<file path="src/rtl/mred_pkg.sv">
package mred_pkg;

  // Strobes issued by the sequencer to the arithmetic datapath, one cycle each.
  typedef struct packed {
    logic load;      // capture operands, clear accumulator
    logic mac;       // acc += z[j] * q[k]
    logic addX;      // acc += x[col]
    logic writeLow;  // with addX: emit low word to z[col-N], shift acc
    logic mulMu;     // z[col] = low(acc.low * mu)
    logic zq;        // acc = (acc + z[col] * q[0]) >> word
    logic capture;   // copy finished result into the output register
  } mredCmd_t;

endpackage

</file>
<file path="src/rtl/mred_ctrl.sv">
module mred_ctrl
  import mred_pkg::*;
#(
  parameter int N_WORDS = 4,
  localparam int IDX_W  = $clog2(N_WORDS),
  localparam int CIDX_W = $clog2(2 * N_WORDS)
) (
  input  logic              clk,
  input  logic              rstN,
  input  logic              start,
  output mredCmd_t          cmd,
  output logic [CIDX_W-1:0] colIdx,
  output logic [IDX_W-1:0]  jIdx,
  output logic [IDX_W-1:0]  kIdx,
  output logic              busy,
  output logic              done
);

  typedef enum logic [2:0] {
    S_IDLE, S_MAC, S_ADDX, S_MULMU, S_ZQ, S_FIN
  } state_t;

  localparam int LAST_COL = 2 * N_WORDS - 1;

  state_t            state, nextState;
  logic [CIDX_W-1:0] colReg, nextCol;
  logic [IDX_W-1:0]  jReg, nextJ;

  int colInt;
  int succCol;
  state_t succState;
  logic [IDX_W-1:0] succJ;

  function automatic int firstJ(int c);
    return (c < N_WORDS) ? 0 : c - N_WORDS + 1;
  endfunction

  function automatic int lastJ(int c);
    return (c < N_WORDS) ? c - 1 : N_WORDS - 1;
  endfunction

  function automatic bit colHasMac(int c);
    return (c > 0) && (c < LAST_COL);
  endfunction

  assign colInt    = int'(colReg);
  assign succCol   = colInt + 1;
  assign succState = colHasMac(succCol) ? S_MAC : S_ADDX;
  assign succJ     = IDX_W'(firstJ(succCol));

  always_comb begin
    nextState = state;
    nextCol   = colReg;
    nextJ     = jReg;
    cmd       = '0;
    unique case (state)
      S_IDLE: begin
        if (start) begin
          cmd.load  = 1'b1;
          nextCol   = '0;
          nextJ     = '0;
          nextState = S_ADDX;   // column 0 holds no partial products
        end
      end
      S_MAC: begin
        cmd.mac = 1'b1;
        if (int'(jReg) == lastJ(colInt)) nextState = S_ADDX;
        else                             nextJ     = jReg + 1'b1;
      end
      S_ADDX: begin
        cmd.addX = 1'b1;
        if (colInt < N_WORDS) begin
          nextState = S_MULMU;
        end else begin
          cmd.writeLow = 1'b1;
          if (colInt == LAST_COL) begin
            cmd.capture = 1'b1;
            nextState   = S_FIN;
          end else begin
            nextCol   = CIDX_W'(succCol);
            nextJ     = succJ;
            nextState = succState;
          end
        end
      end
      S_MULMU: begin
        cmd.mulMu = 1'b1;
        nextState = S_ZQ;
      end
      S_ZQ: begin
        cmd.zq    = 1'b1;
        nextCol   = CIDX_W'(succCol);
        nextJ     = succJ;
        nextState = succState;
      end
      S_FIN:   nextState = S_IDLE;
      default: nextState = S_IDLE;
    endcase
  end

  always_ff @(posedge clk or negedge rstN) begin
    if (!rstN) begin
      state  <= S_IDLE;
      colReg <= '0;
      jReg   <= '0;
    end else begin
      state  <= nextState;
      colReg <= nextCol;
      jReg   <= nextJ;
    end
  end

  assign colIdx = colReg;
  assign jIdx   = jReg;
  assign kIdx   = IDX_W'(colInt - int'(jReg));
  assign busy   = (state == S_MAC) || (state == S_ADDX) ||
                  (state == S_MULMU) || (state == S_ZQ);
  assign done   = (state == S_FIN);

endmodule

</file>
<file path="src/rtl/mred_datapath.sv">
module mred_datapath
  import mred_pkg::*;
#(
  parameter int N_WORDS = 4,
  parameter int WORD_W  = 32,
  localparam int IDX_W  = $clog2(N_WORDS),
  localparam int CIDX_W = $clog2(2 * N_WORDS),
  localparam int ACC_W  = 3 * WORD_W,
  localparam int PROD_W = 2 * WORD_W
) (
  input  logic                        clk,
  input  logic                        rstN,
  input  mredCmd_t                    cmd,
  input  logic [CIDX_W-1:0]           colIdx,
  input  logic [IDX_W-1:0]            jIdx,
  input  logic [IDX_W-1:0]            kIdx,
  input  logic [2*N_WORDS*WORD_W-1:0] xIn,
  input  logic [N_WORDS*WORD_W-1:0]   qIn,
  input  logic [WORD_W-1:0]           muIn,
  output logic [N_WORDS*WORD_W-1:0]   zOut,
  output logic [WORD_W-1:0]           zqLowWord
);

  logic [WORD_W-1:0] xReg    [2*N_WORDS];
  logic [WORD_W-1:0] qReg    [N_WORDS];
  logic [WORD_W-1:0] zReg    [N_WORDS];
  logic [WORD_W-1:0] zOutReg [N_WORDS];
  logic [WORD_W-1:0] muReg;
  logic [ACC_W-1:0]  acc;

  logic [IDX_W-1:0]  colLow;
  logic [IDX_W-1:0]  zWrIdx;
  logic [WORD_W-1:0] mulA, mulB;
  logic [PROD_W-1:0] prod;
  logic [ACC_W-1:0]  accPlusProd;
  logic [ACC_W-1:0]  accPlusX;

  assign colLow = colIdx[IDX_W-1:0];
  assign zWrIdx = IDX_W'(colIdx - CIDX_W'(N_WORDS));

  // Single shared multiplier; operand pair chosen by the active strobe.
  always_comb begin
    mulA = zReg[jIdx];
    mulB = qReg[kIdx];
    if (cmd.mulMu) begin
      mulA = acc[WORD_W-1:0];
      mulB = muReg;
    end else if (cmd.zq) begin
      mulA = zReg[colLow];
      mulB = qReg[0];
    end
  end

  assign prod        = mulA * mulB;
  assign accPlusProd = acc + {{(ACC_W-PROD_W){1'b0}}, prod};
  assign accPlusX    = acc + {{(ACC_W-WORD_W){1'b0}}, xReg[colIdx]};
  assign zqLowWord   = accPlusProd[WORD_W-1:0];

  always_ff @(posedge clk or negedge rstN) begin
    if (!rstN) begin
      for (int i = 0; i < 2*N_WORDS; i++) xReg[i] <= '0;
      for (int i = 0; i < N_WORDS; i++) begin
        qReg[i] <= '0;
        zReg[i] <= '0;
      end
      muReg <= '0;
      acc   <= '0;
    end else begin
      if (cmd.load) begin
        for (int i = 0; i < 2*N_WORDS; i++) xReg[i] <= xIn[i*WORD_W +: WORD_W];
        for (int i = 0; i < N_WORDS; i++)   qReg[i] <= qIn[i*WORD_W +: WORD_W];
        muReg <= muIn;
        acc   <= '0;
      end
      if (cmd.mac) acc <= accPlusProd;
      if (cmd.addX) begin
        if (cmd.writeLow) begin
          zReg[zWrIdx] <= accPlusX[WORD_W-1:0];
          acc          <= accPlusX >> WORD_W;
        end else begin
          acc <= accPlusX;
        end
      end
      if (cmd.mulMu) zReg[colLow] <= prod[WORD_W-1:0];
      if (cmd.zq)    acc <= accPlusProd >> WORD_W;
    end
  end

  // Result register: on capture, the word emitted this cycle bypasses zReg.
  for (genvar k = 0; k < N_WORDS; k++) begin : gOut
    always_ff @(posedge clk or negedge rstN) begin
      if (!rstN) begin
        zOutReg[k] <= '0;
      end else if (cmd.capture) begin
        zOutReg[k] <= (zWrIdx == IDX_W'(k)) ? accPlusX[WORD_W-1:0] : zReg[k];
      end
    end
    assign zOut[k*WORD_W +: WORD_W] = zOutReg[k];
  end

endmodule

</file>
<file path="src/rtl/mont_redc.sv">
module mont_redc
  import mred_pkg::*;
#(
  parameter int N_WORDS = 4,
  parameter int WORD_W  = 32
) (
  input  logic                        clk,
  input  logic                        rstN,
  input  logic                        start,
  input  logic [2*N_WORDS*WORD_W-1:0] xIn,
  input  logic [N_WORDS*WORD_W-1:0]   qIn,
  input  logic [WORD_W-1:0]           muIn,
  output logic                        busy,
  output logic                        done,
  output logic [N_WORDS*WORD_W-1:0]   zOut
);

  localparam int IDX_W  = $clog2(N_WORDS);
  localparam int CIDX_W = $clog2(2 * N_WORDS);

  mredCmd_t          cmd;
  logic [CIDX_W-1:0] colIdx;
  logic [IDX_W-1:0]  jIdx, kIdx;
  logic [WORD_W-1:0] zqLowWord;
  logic              zqStrobe;

  assign zqStrobe = cmd.zq;

  mred_ctrl #(.N_WORDS(N_WORDS)) uCtrl (
    .clk    (clk),
    .rstN   (rstN),
    .start  (start),
    .cmd    (cmd),
    .colIdx (colIdx),
    .jIdx   (jIdx),
    .kIdx   (kIdx),
    .busy   (busy),
    .done   (done)
  );

  mred_datapath #(.N_WORDS(N_WORDS), .WORD_W(WORD_W)) uPath (
    .clk       (clk),
    .rstN      (rstN),
    .cmd       (cmd),
    .colIdx    (colIdx),
    .jIdx      (jIdx),
    .kIdx      (kIdx),
    .xIn       (xIn),
    .qIn       (qIn),
    .muIn      (muIn),
    .zOut      (zOut),
    .zqLowWord (zqLowWord)
  );

endmodule

</file>
<file path="config.mk">
export PLATFORM = sky130hd
export DESIGN_NAME = mont_redc
export DESIGN_NICKNAME = d
export VERILOG_FILES = /design/src/rtl/mred_pkg.sv /design/src/rtl/mred_ctrl.sv /design/src/rtl/mred_datapath.sv /design/src/rtl/mont_redc.sv
export SDC_FILE = /design/constraint.sdc
export NUM_CORES = 2
export LEC_CHECK = 0
export ABC_AREA = 1
export BUFFER_PORTS_ARGS = -buffer_cell sky130_fd_sc_hd__buf_2
export CAP_MARGIN = 20
export CORE_MARGIN = 5
export CORE_UTILIZATION = 64
export DETAILED_ROUTE_END_ITERATION = 8
export HOLD_SLACK_MARGIN = 0.02
export PLACE_DENSITY = 0.83
export SYNTH_ARGS = -nofsm -noshare
export SYNTH_HDL_FRONTEND = slang
export SYNTH_HIERARCHICAL = 1
export SYNTH_SLANG_ARGS = --single-unit
</file>
<file path="constraint.sdc">
create_clock -name clk -period 10.85 [get_ports clk]
set_clock_uncertainty 0.05 [all_clocks]
set_input_delay 0.5425 -clock clk [delete_from_list [all_inputs] [get_ports clk]]
set_output_delay 0.5425 -clock clk [all_outputs]
set_load 0.03 [all_outputs]
</file>
==> metrics.md, run 1 <==
| Metric | Value |
|---|---|
| Outcome | `stopped before the end` |
| Failed at | `global routing (5_1_grt)` |
| Stop err | `[ERROR GRT-0116] Global routing finished with congestion. Check the congestion regions in the DRC Viewer.` |
| Synthesized area per cell | `7.34 um2` |
| Number of global-route vias before repair | `109,000` |
| Die Span Y | `376 um` |
| Starting Density | `64.4%` |
| Number of CTS-inserted buffers | `86` |
| Syn_nets | `13,400` |
| Root buf cell | `clkbuf_16` |
| H-tree lvl count | `3` |
| Syn. warnings | `6` |
| GRT overflow | `470` |
| Clock Tree Buf Depth | `3` |
| Global-route wire length before repair | `753 mm` |
| # clock sinks | `776` |
| Ports | `549` |
| Cells after DPL | `14,500` |
| Die width | `376 um` |
| Gpl congestion | `1.14` |
| Detail Placement HPWL | `301 mm` |
| Largest net degree at the start of global routing | `211` |
| Post-Syn Instances | `11,700` |
| Area of placed instances | `97,100 um2` |
| Number of placement rows | `134` |
| Synth Cell Area | `85,900 um2` |
| Total GRT Usage | `72.1%` |
| IO buf count | `548` |
==> per-stage QoR <==
stage          util (%)  setup TNS [ns]  worst slack [ns]  hold WS [ns]
3_3_place_gp       72.8          -14.78            -0.310         0.408
2_1_floorplan         -               0              1.21         0.197
4_1_cts            77.4               0          0.000783        0.0203
3_5_place_dp       72.8          -21.11            -0.352         0.411
==> layer usage <==
metal / track usage (%) / GRT overflow
met5: 31.4 / 9
met2: 89.2 / 198
met1: 75.2 / 49
met4: 66.5 / 164
met3: 53.8 / 50
==> timing repair <==
action,CTS
gates resized for setup,88
hold buffers,265
hold endpoints to repair,374
buffers inserted,9
pin swaps,12
gates cloned,1
endpoints found under the setup margin,95
==> run 2, diff against run 1 <==
--- a/config.mk
+++ b/config.mk
@@ -9,10 +9,9 @@
 export BUFFER_PORTS_ARGS = -buffer_cell sky130_fd_sc_hd__buf_2
 export CAP_MARGIN = 20
 export CORE_MARGIN = 5
-export CORE_UTILIZATION = 64
+export CORE_UTILIZATION = 40
 export DETAILED_ROUTE_END_ITERATION = 8
-export HOLD_SLACK_MARGIN = 0.02
-export PLACE_DENSITY = 0.83
+export PLACE_DENSITY_LB_ADDON = 0.15
 export SYNTH_ARGS = -nofsm -noshare
 export SYNTH_HDL_FRONTEND = slang
 export SYNTH_HIERARCHICAL = 1
==> run 2 against run 1 <==
- the run now ends clean
- area after synthesis did not move
- synthesized cell count did not move
==> metrics.md, run 2 <==
| Metric | Value |
|---|---|
| Outcome | `complete, no violations` |
| Syn. warnings | `6` |
| Tcrit/Tclk final | `99.3%` |
| Clock Tree Buf Depth | `3` |
| # clock sinks | `776` |
| Crit. End Element | `register` |
| Worst path required time | `11.44 ns` |
| IO buf count | `548` |
| Max reg flops | `256` |
| Initial antenna violation count | `37` |
| Skew-Pair Late Insertion Delay | `0.78 ns` |
| Total GRT Usage | `35.9%` |
| Area Overhead vs Synth | `29.3%` |
| Syn_nets | `13,400` |
| Vias | `88,400` |
| Max Cap Viol | `0` |
| H-tree lvl count | `3` |
| Unrepaired setup endpoints after global routing | `yes` |
| Synthesized area per cell | `7.34 um2` |
| Slowest stage cell, crit path | `fa_2` |
| Global-route wire length before repair | `596 mm` |
| Die Span Y | `473 um` |
| Least-Margin Pin Slew | `1.21 ns` |
| Die width | `473 um` |
| Worst-path maximum fanout | `28` |
| Routed WL | `410 mm` |
| Critical Path Max Stage Delay | `0.62 ns` |
| Number of placement rows | `170` |
| Layout cells sized above 1 | `22.3%` |
| Core ar. | `214,000 um2` |
| Crit path kind | `register to register` |
| Biggest register | `uPath/xReg` |
| Drt via density | `5.40` |
| Max-slew headroom | `18.8%` |
| Most frequent CP cell | `nand2_1` |
| DRC Markers | `0` |
| Detail Placement HPWL | `331 mm` |
| Number of global-route vias before repair | `88,800` |
| Hold Path Class | `primary input to register` |
| Hold_ws | `0.0296 ns` |
| Number of CTS-inserted buffers | `93` |
| Root buf cell | `clkbuf_16` |
| Most common cell after layout, fill and taps aside | `nand2_1` |
| Final slew viol count | `0` |
| Synth Cell Area | `85,900 um2` |
| Post-route ant nets | `0` |
| Commonest cells after routing, fill and taps aside | `nand2_1, inv_1, buf_4, nor2_1, fa_1` |
| DRT iter0 DRCs | `8,651` |
| Final hold violation count | `0` |
| DR WL/cell | `25.0 um` |
| Post-place setup slack | `-1.22 ns` |
| Ports | `549` |
| GRT overflow | `0` |
| Startpoint types | `register` |
| Fmax | `92.8 MHz` |
| Post-Syn Instances | `11,700` |
| Finished Layout Cells | `16,400` |
| Gpl congestion | `1.02` |
| Cells after DPL | `15,800` |
| CP arrival | `11.37 ns` |
| Die area | `224,000 um2` |
| DR pass1 iterations | `6` |
| Setup Viol. Count Final | `0` |
| Nets | `15,100` |
| Starting Density | `40.1%` |
| Post-layout min period | `10.77 ns` |
| Reg clk slew, reported paths | `0.06 ns` |
| Worst setup margin | `0.0781 ns` |
| CTS tree | `done` |
| Largest net degree at the start of global routing | `207` |
-- run 2: final timing paths --
kind,to,from,slack (ns),cells after the start
worst max-delay path,uPath/acc[44],uCtrl/state[1],0.08,48
worst min-delay path,uPath/xReg[92],xIn[188],0.03,2
worst max register to register,uPath/acc[44],uCtrl/state[1],0.08,48
worst min register to register,uPath/zOut[66],uPath/zOut[66],0.43,2
max in group asynchronous,uPath/acc[42],rstN,7.85,4
min in group asynchronous,uPath/xReg[45],rstN,0.39,2
-- run 2: layer usage --
layer	up-vias	GRT usage [%]	share of wire, %
met5	-	0	0.019
met4	12	19.9	6.9
met3	942	6.03	8.1
met2	4146	56.7	45
met1	43400	47.0	40
li1	39900	-	-
-- run 2: worst max-delay path, delay by kind of cell, from the launching register on --
| family | cells | cell delay [ns] |
|---|---|---|
| xor+xnor | 1 | 0.15 |
| fa+ha+maj | 10 | 4.85 |
| simple gates | 23 | 2.63 |
| compound gates | 3 | 0.83 |
| buf+inv | 11 | 1.68 |
| flops | 1 | 0.40 |
-- run 2: what timing repair did --
item                                   4_1_cts  5_1_grt
gates resized for setup                    189      591
pin swaps                                   26      114
endpoints found under the hold margin      440        0
gates cloned                                 1        2
setup buffers                               15       37
setup endpoints to repair                   96       96
hold buffers                               341        0
-- run 2: layout make-up --
cell class                      count  area (um2)
Sequential cell                   776       19400
Fill cell                       20700      103000
Timing Repair Buffer             2129       17500
Clock buffer                      133        2690
Clock inverter                     38         479
Tap cell                         2838        3550
Multi-Input combinational cell   8372       59600
Inverter                         2063        7790
Antenna cell                       37        92.6
-- run 2: metrics by stage --
stage | instance area (um2) | utilization, % | TNS, ns
after detailed placement | 101000 | 47.0 | -72.02
after floorplan | 85900 | - | 0
after global routing | 111000 | 51.9 | -15.59
final | 111000 | 51.9 | 0
after global placement | 101000 | 47.0 | -81.73
after CTS | 108000 | 50.5 | -0.0258
Power of run 2 is left out: the tool's default activity adds up to more than one toggle a clock period on the data nets, which glitch-free logic cannot reach.
